## config.mk

```make
export PLATFORM = sky130hd
export DESIGN_NAME = bus_turn_gap
export DESIGN_NICKNAME = d
export VERILOG_FILES = /design/src/rtl/bus_turn_pkg.sv /design/src/rtl/turn_idle_counter.sv /design/src/rtl/turn_history.sv /design/src/rtl/turn_gap_calc.sv /design/src/rtl/turn_cs_driver.sv /design/src/rtl/bus_turn_gap.sv
export SDC_FILE = /design/constraint.sdc
export NUM_CORES = 1
export LEC_CHECK = 0
export BUFFER_PORTS_ARGS = -buffer_cell sky130_fd_sc_hd__buf_2
export CAP_MARGIN = 15
export CORE_AREA = 3 3 40 42
export CTS_CLUSTER_DIAMETER = 120
export CTS_CLUSTER_SIZE = 14
export DETAILED_ROUTE_END_ITERATION = 16
export DIE_AREA = 0 0 43 45
export PLACE_DENSITY = 0.7
export SLEW_MARGIN = 10
export SYNTH_ARGS = -nofsm -noshare
export SYNTH_HDL_FRONTEND = slang
export SYNTH_SLANG_ARGS = --single-unit
```

## constraint.sdc

```tcl
create_clock -name clk -period 1.9 [get_ports clk]
set_input_delay 0.38 -clock clk [delete_from_list [all_inputs] [get_ports clk]]
set_output_delay 0.38 -clock clk [all_outputs]
set_load 0.05 [all_outputs]
```

## src/rtl/bus_turn_pkg.sv

```systemverilog
package bus_turn_pkg;

  typedef enum logic {
    DIR_READ  = 1'b0,
    DIR_WRITE = 1'b1
  } bus_dir_e;

  // A read followed by a write or by a move to another space turns the bus around.
  function automatic logic is_turnaround(input bus_dir_e prev_dir,
                                         input bus_dir_e next_dir,
                                         input logic     same_space);
    return (prev_dir == DIR_READ) && ((next_dir == DIR_WRITE) || !same_space);
  endfunction

endpackage

```

## src/rtl/turn_idle_counter.sv

```systemverilog
module turn_idle_counter #(
  parameter int CNT_W = 2
) (
  input  logic             clk,
  input  logic             rst,
  input  logic             clear,
  output logic [CNT_W-1:0] idle_cnt
);
  localparam logic [CNT_W-1:0] CNT_MAX = {CNT_W{1'b1}};

  always_ff @(posedge clk) begin
    if (rst)
      idle_cnt <= CNT_MAX;
    else if (clear)
      idle_cnt <= '0;
    else if (idle_cnt != CNT_MAX)
      idle_cnt <= idle_cnt + 1'b1;
  end


  sat_hold_chk: assert property (@(posedge clk) disable iff (rst)
    (!clear && idle_cnt == CNT_MAX) |=> (idle_cnt == CNT_MAX));


  idle_counts_chk: assert property (@(posedge clk) disable iff (rst)
    !clear |=> (idle_cnt != '0));
endmodule

```

## src/rtl/turn_history.sv

```systemverilog
module turn_history
  import bus_turn_pkg::*;
#(
  parameter int SP_W = 2
) (
  input  logic            clk,
  input  logic            rst,
  input  logic            grant,
  input  logic [SP_W-1:0] req_space,
  input  bus_dir_e        req_dir,
  output logic [SP_W-1:0] prev_space,
  output bus_dir_e        prev_dir
);
  always_ff @(posedge clk) begin
    if (rst) begin
      prev_space <= '0;
      prev_dir   <= DIR_WRITE;
    end else if (grant) begin
      prev_space <= req_space;
      prev_dir   <= req_dir;
    end
  end
endmodule

```

## src/rtl/turn_gap_calc.sv

```systemverilog
module turn_gap_calc
  import bus_turn_pkg::*;
#(
  parameter int NUM_SPACES = 4,
  parameter int CFG_W      = 2,
  parameter int SP_W       = 2
) (
  input  logic [NUM_SPACES*CFG_W-1:0] cfg_idle,
  input  logic [SP_W-1:0]             prev_space,
  input  bus_dir_e                    prev_dir,
  input  logic [SP_W-1:0]             req_space,
  input  bus_dir_e                    req_dir,
  output logic [CFG_W-1:0]            need
);
  logic [CFG_W-1:0] field [NUM_SPACES];
  logic             same;

  for (genvar g = 0; g < NUM_SPACES; g++) begin : g_field
    assign field[g] = cfg_idle[g*CFG_W +: CFG_W];
  end

  assign same = (prev_space == req_space);

  always_comb begin
    need = '0;
    if (is_turnaround(prev_dir, req_dir, same))
      need = field[prev_space];
    if (same && need == '0)
      need = CFG_W'(1);
  end


  always_comb begin
    same_negate_chk: assert (!same || need != '0);
  end
endmodule

```

## src/rtl/turn_cs_driver.sv

```systemverilog
module turn_cs_driver #(
  parameter int NUM_SPACES = 4,
  parameter int SP_W       = 2
) (
  input  logic                  clk,
  input  logic                  rst,
  input  logic                  grant,
  input  logic [SP_W-1:0]       req_space,
  output logic [NUM_SPACES-1:0] cs_o
);
  logic [NUM_SPACES-1:0] sel;

  for (genvar g = 0; g < NUM_SPACES; g++) begin : g_sel
    assign sel[g] = (req_space == SP_W'(g));
  end

  always_ff @(posedge clk) begin
    if (rst)
      cs_o <= '0;
    else if (grant)
      cs_o <= sel;
    else
      cs_o <= '0;
  end


  cs_onehot_chk: assert property (@(posedge clk) disable iff (rst)
    $onehot0(cs_o));


  cs_follows_grant_chk: assert property (@(posedge clk) disable iff (rst)
    grant |=> cs_o[$past(req_space)]);
endmodule

```

## src/rtl/bus_turn_gap.sv

```systemverilog
module bus_turn_gap
  import bus_turn_pkg::*;
#(
  parameter int NUM_SPACES = 4,
  parameter int CFG_W      = 2
) (
  input  logic                                clk,
  input  logic                                rst,
  input  logic [NUM_SPACES*CFG_W-1:0]         cfg_idle,
  input  logic                                req_valid,
  input  logic [$clog2(NUM_SPACES)-1:0]       req_space,
  input  logic                                req_write,
  output logic                                req_ready,
  output logic [NUM_SPACES-1:0]               cs_o
);
  localparam int SP_W = $clog2(NUM_SPACES);

  logic             grant;
  logic [CFG_W-1:0] idle_cnt;
  logic [CFG_W-1:0] need;
  logic [SP_W-1:0]  prev_space;
  bus_dir_e         prev_dir;
  bus_dir_e         req_dir;

  assign req_dir   = req_write ? DIR_WRITE : DIR_READ;
  assign req_ready = (idle_cnt >= need);
  assign grant     = req_valid && req_ready;

  turn_idle_counter #(.CNT_W(CFG_W)) u_cnt (
    .clk      (clk),
    .rst      (rst),
    .clear    (grant),
    .idle_cnt (idle_cnt)
  );

  turn_history #(.SP_W(SP_W)) u_hist (
    .clk        (clk),
    .rst        (rst),
    .grant      (grant),
    .req_space  (req_space),
    .req_dir    (req_dir),
    .prev_space (prev_space),
    .prev_dir   (prev_dir)
  );

  turn_gap_calc #(.NUM_SPACES(NUM_SPACES), .CFG_W(CFG_W), .SP_W(SP_W)) u_gap (
    .cfg_idle   (cfg_idle),
    .prev_space (prev_space),
    .prev_dir   (prev_dir),
    .req_space  (req_space),
    .req_dir    (req_dir),
    .need       (need)
  );

  turn_cs_driver #(.NUM_SPACES(NUM_SPACES), .SP_W(SP_W)) u_cs (
    .clk       (clk),
    .rst       (rst),
    .grant     (grant),
    .req_space (req_space),
    .cs_o      (cs_o)
  );


  cs_negate_chk: assert property (@(posedge clk) disable iff (rst)
    (cs_o != '0) |=> ((cs_o & $past(cs_o)) == '0));


  hold_quiet_chk: assert property (@(posedge clk) disable iff (rst)
    (req_valid && !req_ready) |=> (cs_o == '0));
endmodule

```

* After elaboration in Yosys (flattened, before gate mapping)
Index checks and enable logic that the tools add are counted.
Cells by class: $add $sub $neg 1, $lt $le $gt $ge 2, equality and inequality tests 5, muxes and demuxes 8, bitwise operators 3, reductions and logical operators 9
Operators with widths (number):
- two-way mux 2 bit | 6
- binary-select mux 2 bit (select 2 bit) | 1
- equality test 2 bit, second input constant | 2
- logical NOT 2 bit | 2
- >= comparator 3 bit, second input constant | 1
- logical AND 1 bit | 3
- NOT 2 -> 3 bit | 1
- adder 2 x 1 -> 2 bit, second input constant | 1
- equality test 2 x 1 -> 1 bit, second input constant | 1
- equality test 2 bit | 1
- >= comparator 2 bit | 1
- != test 2 bit, second input constant | 1
- NOT 1 bit | 2
- nonzero test 2 bit | 1
- OR reduction 2 bit | 1
- logical NOT 1 bit | 1
- logical OR 1 bit | 1
- two-way mux 1 bit | 1
Word-level totals: bits in registers 9, input port bits 14, output and inout bits 5, word-level logic and storage cells 32

* Longest topological paths before layout
Gate-level depths: netlist of the first run.
word-level depth 12, depth in mapped cells 9, mapped depth without buffers 9

* By module
From an unflattened synthesis of the first run, not the netlist that was laid out.
Second synthesis, totals: cell total of the unflattened synthesis 44, area total of the unflattened synthesis 511.7 sq um
Modules (own cells, without submodules):
- turn_cs_driver | instances 1, cells an instance 8, area each 130.1 sq um, sequential area each 80.1 sq um
- turn_gap_calc | instances 1, cells an instance 12, area each 123.9 sq um, sequential area each 0.0 sq um
- turn_history | instances 1, cells an instance 9, area each 102.6 sq um, sequential area each 60.1 sq um
- turn_idle_counter | instances 1, cells an instance 7, area each 86.3 sq um, sequential area each 40.0 sq um
- bus_turn_gap | instances 1, cells an instance 8, area each 68.8 sq um, sequential area each 0.0 sq um

* Least setup slack after synthesis of the first run
No wires, ideal clock.
path type flip-flop to flip-flop, start register u_hist.prev_space[0], end register u_hist.prev_dir, library setup time 79 ps, arrival time 2278 ps, required time 1821 ps, setup slack -456 ps, stages on the path, launching flop included 9, buffers on the path 0, clock period less this slack 2356 ps, path through dfxtp_1 mux4_2 a31oi_1 a21o_1 ha_1 nand2b_1 a21o_1 and2_1 o211ai_1
On the way: word-level cells in the longest chain between the ends 10, elaborated cells between the ends (all ways) 14, classes of those cells order compare: 1; eq/ne: 1; mux: 5; bitwise: 1; reduce/logical: 6
RTL lines:
- from (decl) | RTL line turn_history.sv:11 | output logic [SP_W-1:0] prev_space,
- from (signal assigned) | RTL line turn_history.sv:19 | prev_space <= req_space;
- NOT 2 -> 3 bit (not written as such) / equality test 2 bit (equally long branches) | RTL line turn_gap_calc.sv:27, turn_gap_calc.sv:22
- binary-select mux 2 bit (select 2 bit) / logical NOT 1 bit (equally long branches) | RTL line turn_gap_calc.sv:27, bus_turn_pkg.sv:12
- two-way mux 2 bit (not written as such) / logical OR 1 bit (equally long branches) | RTL line turn_gap_calc.sv:27, bus_turn_pkg.sv:12
- two-way mux 2 bit (not written as such) / logical AND 1 bit (equally long branches) | RTL line turn_gap_calc.sv:27, bus_turn_pkg.sv:12
- two-way mux 2 bit | RTL line turn_gap_calc.sv:26 | if (is_turnaround(prev_dir, req_dir, same))
- logical NOT 2 bit | RTL line turn_gap_calc.sv:28 | if (same && need == '0)
- logical AND 1 bit | RTL line turn_gap_calc.sv:28
- two-way mux 2 bit (*) | RTL line turn_gap_calc.sv:28
- >= comparator 2 bit (*) | RTL line bus_turn_gap.sv:26 | assign req_ready = (idle_cnt >= need);
- net req_ready | RTL line bus_turn_gap.sv:13 | output logic req_ready,
- logical AND 1 bit (*) | RTL line bus_turn_gap.sv:27 | assign grant = req_valid && req_ready;
- to (signal assigned) | RTL line turn_history.sv:20 | prev_dir <= req_dir;
- to (decl) | RTL line turn_history.sv:12 | output bus_dir_e prev_dir
The timed path passes the listed nets; every way through them passes the cells marked *. The select of a mux whose other input is x is not followed. A chain may end at the register's enable or synchronous reset.

* Worst setup path in the final report of the first run
start register u_hist.prev_space[0], end output port req_ready
On the way: word-level cells in the longest chain between the ends 9, elaborated cells between the ends (all ways) 13, classes of those cells order compare: 1; eq/ne: 1; mux: 5; bitwise: 1; reduce/logical: 5
RTL lines (RTL line):
- NOT 2 -> 3 bit (not written as such) / equality test 2 bit (equally long branches) | turn_gap_calc.sv:27, turn_gap_calc.sv:22
- binary-select mux 2 bit (select 2 bit) / logical NOT 1 bit (equally long branches) | turn_gap_calc.sv:27, bus_turn_pkg.sv:12
- two-way mux 2 bit (not written as such) / logical OR 1 bit (equally long branches) | turn_gap_calc.sv:27, bus_turn_pkg.sv:12
- two-way mux 2 bit (not written as such) / logical AND 1 bit (equally long branches) | turn_gap_calc.sv:27, bus_turn_pkg.sv:12
- two-way mux 2 bit | turn_gap_calc.sv:26
- logical NOT 2 bit | turn_gap_calc.sv:28
- logical AND 1 bit | turn_gap_calc.sv:28
- two-way mux 2 bit (*) | turn_gap_calc.sv:28
- >= comparator 2 bit (*) | bus_turn_gap.sv:26
- to (decl) | bus_turn_gap.sv:13
Mark *: on every way between the ends. The rest lies on a longest branch, timed or not. The select of a mux whose other input is x is not followed.

==> metrics.md, run 1 <==
| Metric | Value |
|---|---|
| Status | `finished, violations left` |
| Failing checks | `DRC, setup timing` |
| Num CTS Buffers | `3` |
| Placed Cells | `82` |
| Synth cell types | `19` |
| ANT cells | `0` |
| DRT antenna net count | `0` |
| Tmin final | `2490 ps` |
| Via count | `426` |
| Worst setup EP type | `output pin` |
| Final hold vios | `0` |
| Routed length per instance | `10.9 um` |
| GPL Wtd Cong | `0.784` |
| Detailed placement HPWL | `764 um` |
| Post-synthesis cell area | `445 um2` |
| Nets | `90` |
| Number of max-cap violations | `0` |
| Grt ovf | `0` |
| Cells after Synth | `44` |
| RSZ-0062 raised after global routing | `yes` |
| Multiplexer share of the synthesized area | `0.132` |
| Row cnt | `13` |
| Largest net degree at the start of global routing | `6` |
| Layout Utilization | `0.524` |
| Synth Area per Inst | `10.1 um2` |
| Peak VDD IR | `0.000432 V` |
| Via density | `4.90` |
| Die height | `45 um` |
| Slew headroom | `0.834` |
| Yosys top cell area share | `0.404` |
| Yosys reg bits | `9` |
| Setup WS post-layout | `-586 ps` |
| CTS H-tree lvls | `1` |
| Die W | `43 um` |
| CTS root buf | `clkbuf_4` |
| Class of the most critical setup path | `reg -> out` |
| Vias in the first global route | `409` |
| Worst Path Required | `1520 ps` |
| CP arrival | `2110 ps` |
| Synth Area in Adders | `0.0843` |
| Hold Crit Class | `in -> reg` |
| CTS tree | `yes` |
| FILL cells | `113` |
| Post-Synth XOR/XNOR Area | `0.0590` |
| Final setup fails | `10` |
| Core box area | `0.00128 mm2` |
| Pleak | `0.335 nW` |
| Num ports | `19` |
| Clock skew | `4.37 ps` |
| Pwr dens | `1170 mW/mm2` |
| Ys Warns | `0` |
| Final period util | `1.31` |
| # DRC | `1` |
| Clk pin slew, worst setup/hold paths | `60 ps` |
| CP Max Fanout | `3` |
| Post-Route WL | `945 um` |
| Drt first pass iters | `12` |
| Ratio of cells with drive above 1 in the final layout | `0.500` |
| Initial DRC count | `3` |
| Port Buf Inserts | `18` |
| Synth Area in Simple Gates | `0.154` |
| Initial antenna violation count | `0` |
| First-pass GRT wire length | `1550 um` |
| Setup TNS | `-3640 ps` |
| CP startpoint kind | `flop` |
| Worst Tran Pin Value | `250 ps` |
| Global Route Usage Sum | `0.107` |
| P&R area growth vs syn | `51.1%` |
| Die ar. | `0.00194 mm2` |
| CTS max path bufs | `2` |
| Clock Sink Count | `9` |
| Initial Util | `0.347` |
| CTS Hold Bufs | `0` |
| Compound-Gate Fraction of Synth Area | `0.132` |
| Synth area leaders | `dfxtp_1 (40%), ha_1 (8.4%), mux4_1 (5.9%), xnor2_1 (5.9%), a21o_1 (5.1%)` |
| Main combinational cell family by area after synthesis | `simple AND/OR/NAND/NOR gates` |
| Max Fclk | `402 MHz` |
| Final Slew Violations | `0` |
| Yosys top cell by area | `dfxtp_1` |
| Final non-filler cell total | `87` |
| Mapped Nets | `61` |
| Sequential fraction of the synthesis area | `0.404` |
| Total power | `0.000786 W` |
| Clk_lat worst skew | `250 ps` |
-- layer usage --
| metal | vias up | routed length [um] | GRT usage |
|---|---|---|---|
| met5 | - | 0 | 0 |
| met2 | 10 | 516 | 0.198 |
| met4 | 0 | 23 | 0.0904 |
| li1 | 217 | - | - |
| met1 | 197 | 366 | 0.112 |
| met3 | 2 | 37 | 0.00398 |
-- registers in the layout, summed over array words and instances, names as in the netlist --
register / cells
u_cnt.idle_cnt: 2
u_hist.prev_dir: 1
u_hist.prev_space: 2
u_cs.cs_o: 4
-- synthesized netlist by cell type --
master / instances
nand2_1: 3
a21o_1: 3
or2b_1: 1
xnor2_1: 3
a31oi_1: 1
nor2_1: 2
o21ai_0: 3
o211ai_1: 2
nand3_1: 1
inv_1: 4
and2_1: 1
mux2i_1: 1
ha_1: 3
dfxtp_1: 9
mux4_1: 1
mux4_2: 1
nand4_1: 2
nand2b_1: 1
nor4_1: 2
-- area by class of cell --
cell class / count / area, um2 / area share
inverter: 4 / 15.0 / 0.0223
tap: 15 / 18.8 / 0.0279
multi-input combinational: 31 / 287 / 0.426
clock buffer: 4 / 26.3 / 0.0390
timing repair buffer: 24 / 145 / 0.216
sequential: 9 / 181 / 0.270
-- worst max-delay path, stage by stage (launching register included) --
cell      delay (ps)
dfxtp_2          360
mux4_2           510
a31oi_1          180
a21o_1           110
ha_1             220
nand2b_4         140
a21o_4           200
buf_6            150
-- where the power goes --
group | switching [W] | internal, W | leakage, nW
clock network | 0.0000650 | 0.0000808 | 0.0150
logic | 0.000191 | 0.000206 | 0.245
registers | 0.0000218 | 0.000221 | 0.0744
-- repair_timing --
item / CTS / global route
pin swaps: 4 / 5
setup buffers: 0 / 1
setup endpoints to repair: 10 / 10
gates resized for setup: 9 / 2
-- cells in the final DEF, fill, tap and decap left out --
cell type / count
buf_6: 2
a21o_4: 1
a21o_1: 2
nand4_1: 2
buf_2: 17
xnor2_1: 3
buf_4: 5
dfxtp_1: 8
nand2_4: 1
o21ai_2: 3
mux2i_1: 1
mux4_2: 1
or2b_1: 1
nand3_1: 1
nor4_1: 2
mux4_1: 1
nor2_1: 2
a31oi_1: 1
nand2_1: 2
clkbuf_1: 1
and2_4: 1
inv_1: 4
clkbuf_4: 3
nand2b_4: 1
dfxtp_2: 1
o211ai_1: 2
ha_1: 3
-- path summary, 6_finish.rpt --
path | from | end | slack [ps] | cells past startpoint
max | u_hist.prev_space[0]$_SDFFE_PP0P_ | req_ready | -590 | 7
min | rst | u_cs.cs_o[2]$_SDFF_PP0_ | 350 | 2
max reg2reg | u_hist.prev_space[0]$_SDFFE_PP0P_ | u_hist.prev_dir$_SDFFE_PP1P_ | -460 | 10
min reg2reg | u_hist.prev_dir$_SDFFE_PP1P_ | u_hist.prev_dir$_SDFFE_PP1P_ | 550 | 2
-- stage by stage --
stage	worst slack, ps	cell area (um2)	hold WS [ps]
after floorplan	-201	464	452
after global placement	-440	611	528
after detailed placement	-454	611	566
after CTS	-602	658	344
after global routing	-663	673	355
final	-586	673	348
-- cells by family (layout without fill, tap and decap cells) --
group,after synthesis,after routing
AO/OA/AOI/OAI,9,9
buffers and inverters,4,32
AND/OR/NAND/NOR,13,13
flip-flops,9,9
XOR/XNOR,3,3
multiplexers,3,3
adder cells (fa/ha/maj),3,3
No activity file was read; power rests on OpenSTA's default activity.
==> run 2, diff against run 1 <==
CELL_PAD_IN_SITES_DETAIL_PLACEMENT = 1   (was not set)
CELL_PAD_IN_SITES_GLOBAL_PLACEMENT = 1   (was not set)
CORE_AREA = not set   (was 3 3 40 42)
CORE_MARGIN = 3   (was not set)
CORE_UTILIZATION = 28   (was not set)
DIE_AREA = not set   (was 0 0 43 45)
PLACE_DENSITY = 0.76   (was 0.7)
==> run 2 against run 1 <==
Against the previous run:
- the run ends with setup timing left
- global-route usage is 3.4 points higher
- sequential share of layout area is 1.0 points higher
- worst setup slack worse by 26 ps
- final cell count down 1.1%
- clock-buffer cell count unchanged
- critical path depth unchanged
- cell area shrank 2.4%
- worst hold slack got worse by 9.5 ps
- utilization shrank 5.4 points
- clock power about the same
- sequential power up 2%
==> metrics.md, run 2 (synthesized netlist as in run 1, its figures left out) <==
| Metric | Value |
|---|---|
| Status | `finished, violations left` |
| Failing checks | `setup timing` |
| Total power | `0.000778 W (-0.98%)` |
| Via count | `430 (+0.94%)` |
| Initial antenna violation count | `0 (unchanged)` |
| Largest registers | `u_cs.cs_o: 4 flops, u_cnt.idle_cnt: 2 flops, u_hist.prev_space: 2 flops` |
| Slowest CP cell | `mux4_2` |
| Placed Cells | `82 (unchanged)` |
| Die W | `45.9 um (+6.7%)` |
| Worst Path Required | `1520 ps (about the same)` |
| Nets | `89 (-1.1%)` |
| Tmin final | `2510 ps (+25.9 ps)` |
| CTS tree | `yes` |
| Num ports | `19 (unchanged)` |
| Final setup fails | `10 (unchanged)` |
| DRT antenna net count | `0 (unchanged)` |
| Worst Tran Pin Value | `252 ps (+2.03 ps)` |
| Vias in the first global route | `501 (+22%)` |
| Clock skew | `2.90 ps (-1.47 ps)` |
| Via density | `5.00 (+2.1%)` |
| FILL cells | `176 (+56%)` |
| Peak VDD IR | `0.000530 V (+23%)` |
| Ratio of cells with drive above 1 in the final layout | `0.493 (-0.00704)` |
| First-pass GRT wire length | `2120 um (+37%)` |
| Global Route Usage Sum | `0.141 (+0.0337)` |
| Worst setup EP type | `output pin` |
| Final period util | `1.32 (+0.0136)` |
| Num CTS Buffers | `3 (unchanged)` |
| RSZ-0062 raised after global routing | `yes` |
| Clk_lat worst skew | `260 ps (about the same)` |
| Class of the most critical setup path | `reg -> out` |
| Core box area | `0.00140 mm2 (+8.9%)` |
| CP arrival | `2130 ps (+20 ps)` |
| # DRC | `0 (-1)` |
| Top reg by flops | `u_cs.cs_o` |
| CTS H-tree lvls | `1 (unchanged)` |
| CP Max Fanout | `3 (unchanged)` |
| Commonest non-fill, non-tap cell in the layout | `buf_2` |
| Row cnt | `13 (unchanged)` |
| Initial Util | `0.318 (-0.0282)` |
| Max reg flops | `4 (unchanged)` |
| Initial DRC count | `1 (-2)` |
| Setup WS post-layout | `-612 ps (-25.9 ps)` |
| Final Slew Violations | `0 (unchanged)` |
| Die ar. | `0.00211 mm2 (+8.8%)` |
| Post-Route WL | `1250 um (+32%)` |
| Hold slack | `338 ps (-9.51 ps)` |
| Die height | `45.9 um (+2.0%)` |
| P&R area growth vs syn | `47.5%` |
| Port Buf Inserts | `18 (unchanged)` |
| Grt ovf | `0 (unchanged)` |
| Clock Sink Count | `9 (unchanged)` |
| CTS max path bufs | `2 (unchanged)` |
| Clk pin slew, worst setup/hold paths | `60 ps (about the same)` |
| CP startpoint kind | `flop` |
| ANT cells | `0 (unchanged)` |
| Worst path cell trace | `mux4_2, a31oi_1, a21o_1, ha_1, nand2b_4, a21o_4, buf_6` |
| CTS root buf | `clkbuf_4` |
| Design area | `657 um2 (-2.4%)` |
| Pwr dens | `1180 mW/mm2 (+1.5%)` |
| Final non-filler cell total | `86 (-1.1%)` |
| Largest net degree at the start of global routing | `6 (unchanged)` |
| GPL Wtd Cong | `0.763 (-2.6%)` |
| Setup crit start | `u_hist.prev_space[0]$_SDFFE_PP0P_` |
| Hold_sp | `rst` |
| Commonest non-fill, non-tap cells in the layout | `buf_2 (17), dfxtp_1 (8), buf_4 (5)` |
| Slew headroom | `0.830 (-0.00405)` |
| Post-DP Area | `611 um2 (unchanged)` |
| Pleak | `0.324 nW (-3.3%)` |
| Crit path largest cell delay | `520 ps (about the same)` |
| Reg-to-Reg Start | `u_hist.prev_space[0]$_SDFFE_PP0P_` |
| Final hold vios | `0 (unchanged)` |
| Drt first pass iters | `3 (-9)` |
| Number of max-cap violations | `0 (unchanged)` |
| Layout Utilization | `0.470 (-0.0543)` |
| Hold Crit Class | `in -> reg` |
| Routed length per instance | `14.5 um (+34%)` |
| Max Fclk | `398 MHz (-1.0%)` |
| Detailed placement HPWL | `938 um (+23%)` |
-- run 2: cell types whose count changed in the layout (fill, tap and decap cells not counted) --
cell	change
o21ai_2	-1
dfxtp_4	+1
buf_6	-1
mux4_1	-1
o21ai_1	+1
dfxtp_2	-1
mux4_2	+1
-- run 2: per-layer routing --
metal | vias up | GRT usage | share of wire
met3 | 2 | 0.0277 | 0.090
met2 | 17 | 0.253 | 0.48
met1 | 198 | 0.154 | 0.42
met4 | 0 | 0.0682 | 0.0088
li1 | 213 | - | -
met5 | - | 0 | 0
-- run 2: worst paths after layout --
kind,to,slack (ps),cells past startpoint
max,req_ready,-610,7
min,u_cs.cs_o[0]$_SDFF_PP0_,340,2
max reg2reg,u_hist.prev_dir$_SDFFE_PP1P_,-350,9
min reg2reg,u_hist.prev_dir$_SDFFE_PP1P_,550,2
-- run 2: area by class of cell --
class                   instances  area (um2)  share of cell area
well taps                      15        18.8              0.0286
inverters                       4        15.0              0.0229
repair buffers                 23         134               0.204
flip-flops and latches          9         184               0.280
clock buffers                   4        26.3              0.0400
multi-input cells              31         279               0.425
-- run 2: repair_timing --
action | in CTS | in global routing
setup endpoints to repair | 10 | 10
pin swaps | 7 | 1
hold buffers | 0 | 0
buffers inserted | 2 | 1
resized for setup | 12 | 1
-- run 2: metrics by stage --
stage / worst slack [ps] / setup TNS, ps
floorplan: -201 / -1480
global placement: -461 / -3490
detailed placement: -485 / -3790
CTS: -622 / -4680
global route: -693 / -3860
finish: -612 / -2940
-- run 2: where the power goes --
part	internal, W	leakage [nW]	switching, W
combinational	0.000189	0.234	0.000193
sequential	0.000222	0.0747	0.0000263
clock	0.0000810	0.0150	0.0000672
-- run 2: critical path, delay by kind of cell, from the launching register on --
family | cells | cell delay [ps]
AOI/OAI and AO/OA | 3 | 480
adders and majority gates | 1 | 220
buffers and inverters | 1 | 150
DFF | 1 | 370
muxes | 1 | 520
and+or+nand+nor | 1 | 140
